## src/rtl/lru_tlb_pkg.sv

```systemverilog
package lru_tlb_pkg;
  localparam int DIRTY_BIT = 7;
  localparam int RWX_LO    = 1;

  // any requested right present in the entry's {X,W,R} field
  function automatic logic rights_ok(input logic [2:0] rwx, input logic [2:0] need);
    return |(rwx & need);
  endfunction

  // recency step: touched entry becomes 0, younger ones grow by one
  function automatic int unsigned next_age(input int unsigned cur,
                                           input int unsigned pivot,
                                           input logic touched);
    if (touched) return 0;
    if (cur < pivot) return cur + 1;
    return cur;
  endfunction
endpackage

```

## src/rtl/tlb_match.sv

```systemverilog
module tlb_match #(
  parameter int N     = 16,
  parameter int VPN_W = 20
) (
  input  logic [N-1:0]            valid,
  input  logic [N-1:0][VPN_W-1:0] tags,
  input  logic [VPN_W-1:0]        key,
  output logic [N-1:0]            match
);
  for (genvar i = 0; i < N; i++) begin : g_cmp
    assign match[i] = valid[i] && (tags[i] == key);
  end
endmodule

```

## src/rtl/tlb_victim.sv

```systemverilog
module tlb_victim #(
  parameter int N  = 16,
  parameter int AW = $clog2(N)
) (
  input  logic [N-1:0]         valid,
  input  logic [N-1:0][AW-1:0] ages,
  input  logic [N-1:0]         resident,
  output logic [AW-1:0]        slot
);
  logic [AW-1:0] res_idx, free_idx, old_idx;
  logic          any_free;

  always_comb begin
    res_idx  = '0;
    free_idx = '0;
    old_idx  = '0;
    any_free = 1'b0;
    for (int i = 0; i < N; i++) begin
      if (resident[i]) res_idx = AW'(i);
      if (ages[i] == AW'(N - 1)) old_idx = AW'(i);
    end
    for (int i = N - 1; i >= 0; i--) begin
      if (!valid[i]) begin
        free_idx = AW'(i);
        any_free = 1'b1;
      end
    end
    if (|resident)     slot = res_idx;
    else if (any_free) slot = free_idx;
    else               slot = old_idx;
  end
endmodule

```

## src/rtl/tlb_age.sv

```systemverilog
module tlb_age
  import lru_tlb_pkg::*;
#(
  parameter int N  = 16,
  parameter int AW = $clog2(N)
) (
  input  logic                 clk,
  input  logic                 rst_n,
  input  logic                 flush,
  input  logic                 touch,
  input  logic [AW-1:0]        touch_idx,
  output logic [N-1:0][AW-1:0] age_q
);
  logic [AW-1:0] pivot;
  logic [N-1:0]  youngest;

  assign pivot = age_q[touch_idx];

  for (genvar i = 0; i < N; i++) begin : g_mru
    assign youngest[i] = (age_q[i] == '0);
  end

  always_ff @(posedge clk) begin
    if (!rst_n || flush) begin
      for (int i = 0; i < N; i++) age_q[i] <= AW'(i);
    end else if (touch) begin
      for (int i = 0; i < N; i++)
        age_q[i] <= AW'(next_age(int'(age_q[i]), int'(pivot), touch_idx == AW'(i)));
    end
  end

  // ages remain a permutation: exactly one youngest entry
  p_one_mru_r3: assert property (@(posedge clk) disable iff (!rst_n)
    $countones(youngest) == 1);
  p_touch_mru_r3: assert property (@(posedge clk) disable iff (!rst_n)
    (touch && !flush) |=> youngest[$past(touch_idx)]);
endmodule

```

## src/rtl/lru_tlb.sv

```systemverilog
module lru_tlb
  import lru_tlb_pkg::*;
#(
  parameter int N     = 16,
  parameter int VPN_W = 20,
  parameter int PTE_W = 32
) (
  input  logic             clk,
  input  logic             rst_n,
  input  logic             flush,
  input  logic             lk_valid,
  input  logic [VPN_W-1:0] lk_vpn,
  input  logic [2:0]       lk_acc,
  input  logic             lk_write,
  output logic             lk_hit,
  output logic [PTE_W-1:0] lk_pte,
  input  logic             fill_valid,
  input  logic [VPN_W-1:0] fill_vpn,
  input  logic [PTE_W-1:0] fill_pte,
  output logic             dupd_valid,
  output logic [VPN_W-1:0] dupd_vpn,
  output logic [PTE_W-1:0] dupd_pte
);
  localparam int AW = $clog2(N);
  localparam logic [PTE_W-1:0] D_MASK = PTE_W'(1) << DIRTY_BIT;

  logic [N-1:0]            valid_q, dirty_q;
  logic [N-1:0][VPN_W-1:0] vpn_q;
  logic [N-1:0][PTE_W-1:0] pte_q;
  logic [N-1:0][AW-1:0]    age_q;

  logic [N-1:0]  lk_match, fill_match;
  logic [AW-1:0] hit_idx, fill_idx, touch_idx;
  logic [PTE_W-1:0] hit_pte;
  logic hit_dirty, lk_active, granted, fill_do, touch;

  tlb_match #(.N(N), .VPN_W(VPN_W)) u_lk_cam (
    .valid(valid_q), .tags(vpn_q), .key(lk_vpn), .match(lk_match));
  tlb_match #(.N(N), .VPN_W(VPN_W)) u_fill_cam (
    .valid(valid_q), .tags(vpn_q), .key(fill_vpn), .match(fill_match));

  tlb_victim #(.N(N), .AW(AW)) u_victim (
    .valid(valid_q), .ages(age_q), .resident(fill_match), .slot(fill_idx));

  always_comb begin
    hit_idx   = '0;
    hit_pte   = '0;
    hit_dirty = 1'b0;
    for (int i = 0; i < N; i++) begin
      if (lk_match[i]) begin
        hit_idx   = AW'(i);
        hit_pte   = hit_pte | pte_q[i];
        hit_dirty = hit_dirty | dirty_q[i];
      end
    end
  end

  assign lk_active  = lk_valid && !flush && !fill_valid;
  assign granted    = rights_ok(hit_pte[RWX_LO+2:RWX_LO], lk_acc);
  assign lk_hit     = lk_active && (|lk_match) && granted;
  assign lk_pte     = !lk_hit ? '0 : (lk_write ? (hit_pte | D_MASK) : hit_pte);
  assign dupd_valid = lk_hit && lk_write && !hit_dirty;
  assign dupd_vpn   = lk_vpn;
  assign dupd_pte   = hit_pte | D_MASK;

  assign fill_do   = fill_valid && !flush;
  assign touch     = fill_do || lk_hit;
  assign touch_idx = fill_do ? fill_idx : hit_idx;

  tlb_age #(.N(N), .AW(AW)) u_age (
    .clk(clk), .rst_n(rst_n), .flush(flush), .touch(touch),
    .touch_idx(touch_idx), .age_q(age_q));

  always_ff @(posedge clk) begin
    if (!rst_n || flush) begin
      valid_q <= '0;
      dirty_q <= '0;
    end else if (fill_do) begin
      valid_q[fill_idx] <= 1'b1;
      dirty_q[fill_idx] <= 1'b0;
    end else if (lk_hit && lk_write) begin
      dirty_q[hit_idx] <= 1'b1;
    end
  end

  always_ff @(posedge clk) begin
    if (fill_do) begin
      vpn_q[fill_idx] <= fill_vpn;
      pte_q[fill_idx] <= fill_pte;
    end else if (lk_hit && lk_write) begin
      pte_q[hit_idx] <= hit_pte | D_MASK;
    end
  end

  p_hit_onehot_r2: assert property (@(posedge clk) disable iff (!rst_n)
    $onehot0(lk_match));
  p_dirty_after_store_r4: assert property (@(posedge clk) disable iff (!rst_n)
    (dupd_valid && !flush) |=> dirty_q[$past(hit_idx)]);
  p_fill_fresh_r5: assert property (@(posedge clk) disable iff (!rst_n)
    fill_do |=> (valid_q[$past(fill_idx)] && !dirty_q[$past(fill_idx)]
                 && age_q[$past(fill_idx)] == '0));
  p_flush_empty_r6: assert property (@(posedge clk) disable iff (!rst_n)
    flush |=> (valid_q == '0));
  p_flush_quiet_r8: assert property (@(posedge clk) disable iff (!rst_n)
    flush |-> (!lk_hit && !dupd_valid));
  p_fill_blocks_r10: assert property (@(posedge clk) disable iff (!rst_n)
    fill_valid |-> !lk_hit);
endmodule

```

## config.mk

```make
export PLATFORM = sky130hd
export DESIGN_NAME = lru_tlb
export DESIGN_NICKNAME = d
export VERILOG_FILES = /design/src/rtl/lru_tlb_pkg.sv /design/src/rtl/tlb_match.sv /design/src/rtl/tlb_victim.sv /design/src/rtl/tlb_age.sv /design/src/rtl/lru_tlb.sv
export SDC_FILE = /design/constraint.sdc
export NUM_CORES = 2
export LEC_CHECK = 0
export BUFFER_PORTS_ARGS = -buffer_cell sky130_fd_sc_hd__buf_2
export CORE_MARGIN = 5
export CORE_UTILIZATION = 50
export DETAILED_ROUTE_END_ITERATION = 12
export PLACE_DENSITY = 0.71
export SYNTH_ARGS = -nofsm -noshare
export SYNTH_HDL_FRONTEND = slang
export SYNTH_SLANG_ARGS = --single-unit
export TNS_END_PERCENT = 5
```

## constraint.sdc

```tcl
create_clock -name clk -period 10.3 [get_ports clk]
set_input_delay 3.09 -clock clk [delete_from_list [all_inputs] [get_ports clk]]
set_output_delay 3.09 -clock clk [all_outputs]
set_load 0.02 [all_outputs]
```

==> summary.md <==
| Metric | Value |
|---|---|
| Status | `finished clean` |
| Antenna violations before repair | `3` |
| Avg WL per Cell | `30.0 um` |
| Final WL | `180 mm` |
| Vias per cell | `6.74` |
| Synth Register Bits | `928` |
| Die area | `104000 um^2` |
| Maxcap violations | `0` |
| Setup TNS | `0 ns` |
| Synth area leader | `edfxtp_1` |
| Min-Delay Path Class | `reg -> reg` |
| CTS Root Cell | `clkbuf_16` |
| Row cnt | `114` |
| Final hold vios | `0` |
| Crit share post-route | `96.8%` |
| Total core area | `97000 um^2` |
| Clock tree buffer depth | `3` |
| F_max | `0.100 GHz` |
| HPWL after DPL | `107 mm` |
| DRC | `0` |
| Most common cell in the netlist | `edfxtp_1` |
| Gr usage total | `33.5%` |
| # setup viols final | `0` |
| Largest family of logic cells by synthesized area | `compound AO/OA/AOI/OAI gates` |
| Worst-skew pair later-pin latency | `0.69 ns` |
| Pwr Total | `8.28 mW` |
| WP data required | `7.21 ns` |
| Cells after Synth | `4541` |
| Worst vdd ir | `0.149 mV` |
| Compound-cell area share of the yosys netlist | `13.6%` |
| PwrDens | `151 nW/um^2` |
| Clk_skew | `0.0465 ns` |
| Final hold slack | `0.514 ns` |
| Routability congestion estimate from global placement | `0.990` |
| CTS Hold Bufs | `0` |
| Total CTS buffers | `97` |
| Synth unique cells | `88` |
| Routed Antenna Nets | `0` |
| Yosys warning total | `0` |
| Slew HR | `17.5%` |
| Pins Over Slew Limit | `0` |
| Critical path startpoint category | `primary input` |
| Share of cells above drive strength 1 | `13.8%` |
| Arrival @ worst endpoint | `6.88 ns` |
| Synth top area cells | `edfxtp_1 51%, xnor2_1 6.9%, o21ai_0 6.0%` |
| Vias | `40433` |
| Port bufs | `165` |
| Post-Syn Area | `49000 um^2` |
| First-pass GRT wire length | `261 mm` |
| Worst Path Max Fanout | `13` |
| Chip height | `323 um` |
| H-tree depth | `3` |
| Multi-input gate area | `20400 um^2` |
| Die X-Extent | `323 um` |
| CTS tree | `built` |
| Syn Nets | `4686` |
| Post-synth EDFFs | `832` |
| Clk slew on worst S/H paths | `0.06 ns` |
| Area delta synth->final | `12.1%` |
| Post_cts resized | `0` |
| Vias in the first global route | `39242` |
| Syn Area/Cell | `10.8 um^2` |
| Top FF cell, synth | `edfxtp_1` |
| Final Non-Filler Cells | `6000` |
| Starting Density | `50.5%` |
| Final core utilization | `56.6%` |
| IO Pins | `167` |
| Register area | `26900 um^2` |
| Synth Area in XOR/XNOR | `11.4%` |
| Clock tree sinks | `928` |
| RSZ-0062 raised after global routing | `false` |
| Multiplexer share of the synthesized area | `0.549%` |
| Dpl cells | `5816` |
| 1st-iter DRT viols | `6720` |
| Crit path time final | `9.97 ns` |
| P_leak | `18.0 nW` |
| Initial DRT Pass Iterations | `7` |
| Layout Nets | `4784` |
| Share of the synthesized area in the top cell type | `51.0%` |
| GRT overflow | `0` |
| Simple-gate share of the synthesized area | `13.4%` |
| Most instantiated cells after synthesis | `832 x edfxtp_1, 623 x nand2_1, 592 x o21ai_0` |
| Synth Area in Adders | `1.63%` |
| Fill count | `8106` |
| Post-CTS Setup Bufs | `0` |
| Sequential element share of the synthesized area | `54.9%` |
| Type of the worst setup path | `in -> out` |
| Ys async rst share | `0%` |
| Largest net degree at the start of global routing | `56` |
| CP Capture Type | `primary output` |
| Worst-Margin Slew | `1.23 ns` |
worst max-delay path: stages:
cell      delay (ns)
buf_2           0.48
xor2_1          0.15
nor4_1          0.76
nand4_1         0.20
nor4_2          0.28
buf_4           0.31
a22o_1          0.17
a221oi_1        0.06
nand3_1         0.12
nor2_1          0.06
inv_1           0.09
a222oi_1        0.11
nand4b_1        0.21
inv_1           0.10
nand2_1         0.07
nor3_1          0.27
buf_2           0.31
registers in the layout (all words and copies together) (netlist names):
register     count
dirty_q         16
pte_q          512
u_age.age_q     64
valid_q         16
vpn_q          320
report_power, final:
| part | switching (mW) | leakage [nW] | internal, mW |
|---|---|---|---|
| Clock | 1.56 | 1.57 | 2.07 |
| Sequential | 0.0139 | 8.16 | 4.08 |
| Combinational | 0.368 | 8.31 | 0.181 |
cells by family (layout without fill, tap and decap cells):
family / count (synthesis) / after routing
XOR/XNOR: 640 / 640
multiplexers: 25 / 25
adder cells (fa/ha/maj): 64 / 64
flip-flops: 928 / 928
buffers and inverters: 443 / 624
AO/OA/AOI/OAI: 1078 / 1078
other: 1 / 3
AND/OR/NAND/NOR: 1362 / 1362
final cells by class:
class / instances / area share [%]
diodes: 2 / 0.00911
multi-input cells: 3170 / 37.1
well taps: 1276 / 2.91
flip-flops and latches: 928 / 49.0
repair buffers: 380 / 4.62
inverters: 62 / 0.424
clock inverters: 63 / 1.25
clock buffers: 119 / 4.70
path summary, 6_finish.rpt:
kind / start / to / slack (ns) / cells after the start
setup / recovery: lk_vpn[17] / dupd_valid / 0.33 / 17
hold / removal: u_age.age_q[24] / u_age.age_q[24] / 0.51 / 2
setup reg to reg: vpn_q[47] / u_age.age_q[11] / 4.00 / 24
hold reg to reg: u_age.age_q[24] / u_age.age_q[24] / 0.51 / 2
cells in the final DEF (no fill, tap or decap), types with 10 or more instances in the layout:
| cell | Yosys | routed |
|---|---|---|
| a21o_1 | 10 | 10 |
| clkbuf_1 | 256 | 16 |
| clkbuf_16 | 0 | 98 |
| and3_1 | 18 | 18 |
| nor4_1 | 90 | 89 |
| nand2_2 | 0 | 16 |
| nor2_4 | 0 | 19 |
| ha_1 | 64 | 64 |
| xor2_1 | 255 | 255 |
| o22ai_4 | 0 | 14 |
| dfxtp_1 | 96 | 96 |
| mux2i_1 | 10 | 10 |
| mux2_2 | 15 | 15 |
| buf_4 | 54 | 207 |
| buf_2 | 20 | 165 |
| or4_1 | 12 | 12 |
| bufinv_16 | 0 | 11 |
| o21ai_0 | 592 | 589 |
| nor4_4 | 7 | 11 |
| edfxtp_1 | 832 | 832 |
| inv_1 | 61 | 61 |
| a22oi_1 | 142 | 142 |
| xnor2_1 | 385 | 385 |
| o21a_1 | 13 | 13 |
| or2_2 | 12 | 12 |
| a221oi_1 | 65 | 65 |
| clkinv_2 | 0 | 16 |
| nor3b_1 | 17 | 17 |
| nand3_1 | 135 | 135 |
| nand3b_1 | 11 | 11 |
| nor3_1 | 16 | 16 |
| nand2_1 | 623 | 607 |
| clkinv_1 | 0 | 20 |
| o211ai_1 | 13 | 13 |
| nor2_1 | 204 | 184 |
| a22o_1 | 65 | 65 |
| a21oi_1 | 81 | 80 |
| nand4_1 | 143 | 143 |
metal layers:
| layer | share of wire (%) | GRT usage [%] | wire (um) |
|---|---|---|---|
| met2 | 44 | 52.6 | 79900 |
| met3 | 13 | 7.54 | 23900 |
| met4 | 7.1 | 18.7 | 12700 |
| met1 | 35 | 43.3 | 63700 |
| met5 | 0.0039 | 0 | 7 |
metrics by stage:
step	instance area [um^2]	worst slack, ns
after global placement	51700	0.616
after detailed placement	51700	0.526
after floorplan	49000	0.738
after global routing	54900	0.338
final	54900	0.330
after CTS	54900	0.513
Note: power is estimated with default switching activity, not from simulation.
